$ cat config.mk
export PLATFORM = sky130hd
export DESIGN_NAME = stagger_eval_seq
export DESIGN_NICKNAME = d
export VERILOG_FILES = /design/src/rtl/stagger_seq_pkg.sv /design/src/rtl/stagger_gap_timer.sv /design/src/rtl/stagger_seq_ctrl.sv /design/src/rtl/stagger_enable_bank.sv /design/src/rtl/stagger_eval_seq.sv
export SDC_FILE = /design/constraint.sdc
export NUM_CORES = 1
export LEC_CHECK = 0
export CAP_MARGIN = 30
export CORE_ASPECT_RATIO = 1.5
export CORE_MARGIN = 2
export CORE_UTILIZATION = 46
export DETAILED_ROUTE_END_ITERATION = 16
export HOLD_SLACK_MARGIN = 0.1
export PLACE_DENSITY_LB_ADDON = 0.25
export SYNTH_ARGS = -nofsm -noshare
export SYNTH_HDL_FRONTEND = slang
export SYNTH_HIERARCHICAL = 1
export SYNTH_SLANG_ARGS = --single-unit
$ cat constraint.sdc
create_clock -name clk -period 1.8 [get_ports clk]
set_clock_uncertainty 0.05 [all_clocks]
set_input_delay 0.45 -clock clk [delete_from_list [all_inputs] [get_ports clk]]
set_output_delay 0.45 -clock clk [all_outputs]
set_load 0.01 [all_outputs]
$ cat src/rtl/stagger_seq_pkg.sv
package stagger_seq_pkg;

  typedef enum logic [1:0] {
    SQ_IDLE = 2'd0,
    SQ_RISE = 2'd1,
    SQ_HOLD = 2'd2,
    SQ_FALL = 2'd3
  } sq_state_e;

endpackage

$ cat src/rtl/stagger_gap_timer.sv
module stagger_gap_timer #(
  parameter int GAP = 4
) (
  input  logic clk,
  input  logic rst_n,
  input  logic restart,
  output logic expired
);
  localparam int TW = (GAP < 2) ? 1 : $clog2(GAP);
  localparam logic [TW-1:0] LAST = TW'(GAP - 1);

  logic [TW-1:0] cnt_q;

  always_ff @(posedge clk or negedge rst_n) begin
    if (!rst_n) begin
      cnt_q <= '0;
    end else if (restart) begin
      cnt_q <= '0;
    end else if (cnt_q != LAST) begin
      cnt_q <= cnt_q + TW'(1);
    end
  end

  assign expired = (cnt_q == LAST);
endmodule

$ cat src/rtl/stagger_seq_ctrl.sv
module stagger_seq_ctrl
  import stagger_seq_pkg::*;
#(
  parameter int LANES = 7
) (
  input  logic             clk,
  input  logic             rst_n,
  input  logic             phase,
  input  logic             expired,
  output logic             restart,
  output logic [LANES-1:0] set_vec,
  output logic [LANES-1:0] clr_vec
);
  localparam int IW = $clog2(LANES + 1);
  localparam logic [IW-1:0] ONE     = IW'(1);
  localparam logic [IW-1:0] TOP_IDX = IW'(LANES - 1);
  localparam logic [IW-1:0] ALL_UP  = IW'(LANES);

  sq_state_e     st_q, st_d;
  logic [IW-1:0] up_q, up_d;
  logic [IW-1:0] dn_q, dn_d;
  logic [IW-1:0] lim_q, lim_d;
  logic [IW-1:0] fire_idx;
  logic          fire_set, fire_clr;

  always_comb begin
    st_d     = st_q;
    up_d     = up_q;
    dn_d     = dn_q;
    lim_d    = lim_q;
    fire_idx = '0;
    fire_set = 1'b0;
    fire_clr = 1'b0;
    restart  = 1'b0;
    unique case (st_q)
      SQ_IDLE: begin
        if (phase) begin
          fire_set = 1'b1;
          restart  = 1'b1;
          up_d     = ONE;
          st_d     = SQ_RISE;
        end
      end
      SQ_RISE: begin
        if (!phase) begin
          fire_clr = 1'b1;
          restart  = 1'b1;
          dn_d     = ONE;
          lim_d    = up_q;
          st_d     = (up_q == ONE) ? SQ_IDLE : SQ_FALL;
        end else if (expired) begin
          fire_set = 1'b1;
          fire_idx = up_q;
          restart  = 1'b1;
          if (up_q == TOP_IDX) st_d = SQ_HOLD;
          else                 up_d = up_q + ONE;
        end
      end
      SQ_HOLD: begin
        if (!phase) begin
          fire_clr = 1'b1;
          restart  = 1'b1;
          dn_d     = ONE;
          lim_d    = ALL_UP;
          st_d     = SQ_FALL;
        end
      end
      SQ_FALL: begin
        if (expired) begin
          fire_clr = 1'b1;
          fire_idx = dn_q;
          restart  = 1'b1;
          if (dn_q + ONE == lim_q) st_d = SQ_IDLE;
          else                     dn_d = dn_q + ONE;
        end
      end
      default: st_d = SQ_IDLE;
    endcase
  end

  always_comb begin
    for (int i = 0; i < LANES; i++) begin
      set_vec[i] = fire_set && (fire_idx == IW'(i));
      clr_vec[i] = fire_clr && (fire_idx == IW'(i));
    end
  end

  always_ff @(posedge clk or negedge rst_n) begin
    if (!rst_n) begin
      st_q  <= SQ_IDLE;
      up_q  <= '0;
      dn_q  <= '0;
      lim_q <= '0;
    end else begin
      st_q  <= st_d;
      up_q  <= up_d;
      dn_q  <= dn_d;
      lim_q <= lim_d;
    end
  end
endmodule

$ cat src/rtl/stagger_enable_bank.sv
module stagger_enable_bank #(
  parameter int LANES = 7
) (
  input  logic             clk,
  input  logic             rst_n,
  input  logic [LANES-1:0] set_vec,
  input  logic [LANES-1:0] clr_vec,
  output logic [LANES-1:0] en
);
  for (genvar g = 0; g < LANES; g++) begin : g_lane
    always_ff @(posedge clk or negedge rst_n) begin
      if (!rst_n)          en[g] <= 1'b0;
      else if (set_vec[g]) en[g] <= 1'b1;
      else if (clr_vec[g]) en[g] <= 1'b0;
    end
  end
endmodule

$ cat src/rtl/stagger_eval_seq.sv
module stagger_eval_seq #(
  parameter int DOWN_STAGES = 6,
  parameter int STAGE_GAP   = 4
) (
  input  logic                 clk,
  input  logic                 rst_n,
  input  logic                 eval_phase,
  output logic [DOWN_STAGES:0] stage_en
);
  localparam int LANES = DOWN_STAGES + 1;

  logic             restart;
  logic             expired;
  logic [LANES-1:0] set_vec;
  logic [LANES-1:0] clr_vec;

  stagger_gap_timer #(.GAP(STAGE_GAP)) timer_i (
    .clk     (clk),
    .rst_n   (rst_n),
    .restart (restart),
    .expired (expired)
  );

  stagger_seq_ctrl #(.LANES(LANES)) ctrl_i (
    .clk     (clk),
    .rst_n   (rst_n),
    .phase   (eval_phase),
    .expired (expired),
    .restart (restart),
    .set_vec (set_vec),
    .clr_vec (clr_vec)
  );

  stagger_enable_bank #(.LANES(LANES)) bank_i (
    .clk     (clk),
    .rst_n   (rst_n),
    .set_vec (set_vec),
    .clr_vec (clr_vec),
    .en      (stage_en)
  );
endmodule

## Yosys cells after proc, flatten, opt, wreduce, memory -nomap -nowiden

Cells that the tools add are included.
W data, S select, Z words.

- Flip-flop bits (word level): 20
- Output and inout port bits: 7
- Word-level logic and storage cells: 122

- Add/sub/neg operators: 3
- Equality and inequality tests: 26
- Multiplexer cells: 49
- Reductions and logical operators: 32

Operators by type and width:

| cell | count |
|---|---|
| $mux W3 | 12 |
| $pmux W3 S2 | 4 |
| $reduce_bool A2 Y1 | 11 |
| $mux W2 | 10 |
| $mux W1 | 19 |
| $ne A2 B2 Y1 const B | 8 |
| $logic_and A1 B1 Y1 | 14 |
| $eq A3 B3 Y1 const B | 4 |
| $pmux W2 S4 | 1 |
| $add A3 B1 Y3 const B | 2 |
| $eq A2 B2 Y1 const B | 3 |
| $eq A3 B1 Y1 const B | 2 |
| $eq A3 B2 Y1 const B | 2 |
| $ne A2 B1 Y1 const B | 3 |
| $ne A3 B2 Y1 const B | 2 |
| $reduce_and A6 Y1 | 1 |
| $reduce_and A5 Y1 | 1 |
| $pmux W1 S2 | 2 |
| $pmux W1 S4 | 1 |
| $reduce_and A4 Y1 | 1 |
| $eq A3 B3 Y1 | 1 |
| $logic_not A3 Y1 | 1 |
| $reduce_and A3 Y1 | 1 |
| $add A2 B1 Y2 const B | 1 |
| 3 further kinds | 3 |

## Longest topological paths before layout

- Depth in word-level cells: 8
- Mapped depth: 9

## Cells and area by module

The synthesis kept the hierarchy.

By module, submodules not included:

| module | times used | cells an instance | area each (µm²) |
|---|---|---|---|
| stagger_seq_ctrl | 1 | 128 | 983.4 |
| stagger_enable_bank | 1 | 21 | 254.0 |
| stagger_gap_timer | 1 | 7 | 88.8 |

## Worst setup path before layout

No wires, ideal clock.

- Kind: flip-flop to flip-flop
- Start: reg ctrl_i.st_q[0]
- End: reg ctrl_i.dn_q[2]
- Setup time: 0.076 ns
- Arrival: 1.746 ns
- Data required time: 1.674 ns
- Slack: -0.072 ns
- Stages on the path, launching flop included: 7
- Path buffers: 0
- Period minus slack after synthesis: 1.872 ns
- Cells stage by stage: dfrtp_1 -> inv_1 -> ha_1 -> a221o_1 -> a2111oi_0 -> a21oi_1 -> o21ai_1

- Longest elaborated chain between the ends: 4
- Elaborated cells between the ends (all ways): 10
- Classes of those cells: eq/ne (6); mux (1); reduce/logical (3)

Ends and longest elaborated chain:

| what | RTL line | text |
|---|---|---|
| start: declaration | stagger_seq_ctrl.sv:19 | `sq_state_e st_q, st_d;` |
| start signal: assignment | stagger_seq_ctrl.sv:95 | `st_q <= st_d;` |
| $eq A2 B1 Y1 or $eq A2 B2 Y1 (tied branches) | stagger_seq_ctrl.sv:35 | `unique case (st_q)` |
| $reduce_or A2 Y1 (no source line) | - |  |
| $ne A2 B2 Y1 (no source line) or $reduce_bool A2 Y1 (tied branches) | - |  |
| $reduce_and A4 Y1 (no source line) | - |  |
| end signal: assignment | stagger_seq_ctrl.sv:97 | `dn_q <= dn_d;` |
| end: declaration | stagger_seq_ctrl.sv:21 | `logic [IW-1:0] dn_q, dn_d;` |

Parallel ways exist; a longest one is shown, timed or not.
A chain may end at the register's enable or synchronous reset.

==> results by stage <==
Global routing:
- The first global-routing pass estimated 5550 um of wire.
- The overall track demand over capacity in global routing is 0.225.
- The total overflow left after global routing is 0.
- The number of antenna violations at the first check in global routing came to 0.
- Entering global routing, the biggest net connects 21 pins.
- The number of global-route vias before repair was 1321.

Worst setup path:
- The critical path is of the flop to flop type.
- The startpoint type of the worst setup path is a flop.
- The arrival time reported for the critical path endpoint is 1.93 ns.
- The largest driver fanout on the critical path is 4.
- STA classifies the critical path endpoint as a flop.
- The endpoint required time on the critical path is 1.90 ns.

Final layout:
- Excluding fillers, the count of instances in the completed layout stands at 233.
- The most common cell after layout, fill and taps aside is sky130_fd_sc_hd__buf_4.
- The finished layout cell area is 0.00193 sq mm.
- The filler cell count in the final layout is 219.
- Relative to the synthesized area, the layout overhead comes to 45.6%.
- In the layout the commonest cells are 28 x sky130_fd_sc_hd__buf_4, 21 x sky130_fd_sc_hd__nor2_1, 19 x sky130_fd_sc_hd__dfrtp_1.
- The register area is 502 sq um.
- The multi-input logic area is 912 sq um.
- The number of antenna cells inserted is 0.
- In the final layout, the share of cells above drive strength 1 is 0.332.
- The final core area utilization is 0.714.
- The final layout contains 210 nets.

Clock tree:
- The longest clock path from root to sink contains 2 buffers.
- After clock tree synthesis, the clock-pin slew on the worst setup and hold paths is 0.08 ns.
- The clock latency of the later-clocked register in the worst-skew pair is 0.26 ns.
- TritonCTS created 3 clock buffers.
- The cell chosen for the clock root is sky130_fd_sc_hd__clkbuf_8.
- In this run the number of H-tree levels came out at 1.
- The clock net in this run drives a total of 20 sinks.
- The CTS tree is done.
- Buffers inserted to repair hold after CTS numbered 0.

Floorplanning:
- The initial utilization of the core area, before any placement, comes to 0.490.
- The die is 47.8 um wide.
- The floorplan has 23 rows.
- The core region is 0.00271 sq mm.
- The total die area is 0.00334 sq mm.
- The boundary pin count is 10.
- Measured along the y axis, the die boundary spans 69.8 um.

Routing:
- The total detailed-routing wirelength is 3450 um.
- Across all layers, the routed design uses 1289 vias.
- The remaining number of nets flagged by the antenna check after routing is 0.
- The average via count per standard cell is 5.53.
- The DRC violation total after the first TritonRoute iteration is 41.
- The final routed DRC violation total is 0.
- Dividing the detail-routed wire length by the instance count gives 14.8 um.
- Before antenna repair, the detailed router went through 4 iterations.

Power and ir drop:
- Total power for the finished layout comes to 3.34 mW.
- The analysis attributes to cell leakage a power of 0.892 nW.
- The power density over the cells is 1730 mW/mm^2.
- The maximum VDD drop is 1100 uV.

Timing:
- Setup total negative slack on the finished layout was measured at -0.0300 ns.
- The slew at the pin closest to its max-slew limit is 0.280 ns.
- Setup violations remaining at the end of the flow were counted as 1.
- Dividing the final minimum period by the clock period gives 1.02.
- The worst slew margin relative to its limit is 0.812.
- The final hold violation count came to 0.
- Setup repair after global routing could not meet its margin everywhere.
- The maximum clock frequency is 546 MHz.
- Hold timing on the final database bottoms out at a slack of 0.431 ns.
- The number of pins exceeding their max-slew limit in the final report is 0.
- Subtracting the final worst setup slack from the clock period gives 1.83 ns.
- Once routing completed, OpenROAD measured the worst setup slack at -0.0300 ns.

Placed design:
- The routability-driven placement congestion ratio is 0.844.
- After detailed placement, the total cell area comes to 0.00165 sq mm.
- The detailed placement HPWL is 2450 um.
- The cell count after placement is 225.
- Timing analysis after detailed placement gives a worst setup slack of -0.402 ns.
- The number of input and output port buffers inserted is 9.

Yosys:
- The synthesized design contains 20 register bits.
- The number of nets produced by synthesis is 169.
- After synthesis the cells add up to 0.00133 sq mm.
- The sequential area share after synthesis is 0.377.
- The count of unique library cells instantiated by Yosys is 33.
- The synthesis warning total is 6.
- The cell count after synthesis came out at 156.
- The average cell area after synthesis is 8.50 sq um.

Run status:
- The flow ran to the end, but the final reports show violations.
- The checks that failed: negative setup slack.

Flow run:
- The tool flagged a number of max-cap violations equal to 0.

Hold path:
- The worst hold path belongs to the class flop to flop.
synth_stat cells:
library cell                number  area share
sky130_fd_sc_hd__ha_1           10       0.094
sky130_fd_sc_hd__o41ai_1         1      0.0066
sky130_fd_sc_hd__a211oi_2        1      0.0094
sky130_fd_sc_hd__o21ai_0         6       0.023
sky130_fd_sc_hd__mux2i_1         3       0.023
sky130_fd_sc_hd__nand2_1        20       0.057
sky130_fd_sc_hd__nor3_4          1       0.012
sky130_fd_sc_hd__nor2b_1         1      0.0047
sky130_fd_sc_hd__a2111oi_0       1      0.0066
sky130_fd_sc_hd__a32o_1          1      0.0075
sky130_fd_sc_hd__nand2_2         1      0.0047
sky130_fd_sc_hd__o31ai_1         1      0.0057
sky130_fd_sc_hd__clkbuf_1        3      0.0085
sky130_fd_sc_hd__o21ai_1         3       0.011
sky130_fd_sc_hd__o22a_1          6       0.040
sky130_fd_sc_hd__and2_1          1      0.0047
sky130_fd_sc_hd__a22o_1          1      0.0066
sky130_fd_sc_hd__a22oi_1         1      0.0057
sky130_fd_sc_hd__inv_1          17       0.048
sky130_fd_sc_hd__a21o_1          8       0.045
sky130_fd_sc_hd__a31oi_1         1      0.0047
sky130_fd_sc_hd__nor3_1          5       0.019
sky130_fd_sc_hd__nor2_1         22       0.062
sky130_fd_sc_hd__xor3_1          1       0.018
sky130_fd_sc_hd__nand3_1         2      0.0075
sky130_fd_sc_hd__xor2_1          2       0.013
sky130_fd_sc_hd__and3_1          1      0.0047
sky130_fd_sc_hd__a221o_1         2       0.015
sky130_fd_sc_hd__a21oi_1         8       0.030
sky130_fd_sc_hd__xnor2_1         1      0.0066
sky130_fd_sc_hd__dfrtp_1        20        0.38
sky130_fd_sc_hd__nand2b_1        3       0.014
sky130_fd_sc_hd__buf_2           1      0.0038
metal layers:
layer	track usage	routed length (um)	up-vias
met1	0.244	1310	619
met4	0.135	161	0
met3	0.0208	88	15
li1	-	-	614
met5	0	0	-
met2	0.387	1890	41
sequential cells by signal (all words and copies together), names as in the netlist, named ones only:
name           count
ctrl_i/lim_q       3
bank_i/en          7
timer_i/cnt_q      2
ctrl_i/st_q        1
ctrl_i/dn_q        3
ctrl_i/up_q        3
power by group:
group          leakage, nW  internal [mW]  switching [mW]  total, mW
sequential           0.247          0.611           0.172      0.783
combinational        0.609           1.08            1.02       2.11
clock               0.0357          0.297           0.154      0.450
what timing repair did:
| action | CTS | global route |
|---|---|---|
| resized for setup | 19 | 23 |
| setup buffers | 1 | 3 |
| pin swaps | 8 | 5 |
| setup endpoints to repair | 11 | 17 |
area by class of cell:
class	instances	area share
multi-input cells	115	0.472
flip-flops and latches	20	0.260
repair buffers	40	0.172
inverters	17	0.0343
well taps	37	0.0240
clock buffers	3	0.0214
clock inverters	1	0.0156
path summary, 6_finish.rpt:
path / from / end / slack, ns / cells past startpoint
worst max register to register: flop / ctrl_i/dn_q[1] / -0.03 / 6
worst max-delay path: flop / ctrl_i/dn_q[1] / -0.03 / 6
max in group asynchronous: rst_n / asynchronous set/reset pin / 0.98 / 2
worst min-delay path: bank_i/en[4] / bank_i/en[4] / 0.43 / 1
worst min register to register: bank_i/en[4] / bank_i/en[4] / 0.43 / 1
min in group asynchronous: rst_n / timer_i/cnt_q[1] / 0.48 / 2
cell families after synthesis:
logic type / after synthesis / synth area share
AOI/OAI and AO/OA: 41 / 0.217
adders and majority gates: 10 / 0.0943
DFF: 20 / 0.377
xor gates and xnor gates: 4 / 0.0377
and+or+nand+nor: 57 / 0.191
muxes: 3 / 0.0226
buffers and inverters: 21 / 0.0604
critical path: stages, from the launching register on:
cell and delay, ns:
sky130_fd_sc_hd__dfrtp_2 0.47, sky130_fd_sc_hd__inv_4 0.11, sky130_fd_sc_hd__ha_4 0.21, sky130_fd_sc_hd__a221o_1 0.37, sky130_fd_sc_hd__buf_6 0.15, sky130_fd_sc_hd__a21o_1 0.16, sky130_fd_sc_hd__a32o_1 0.20
Note: power is estimated with default switching activity, not from simulation.
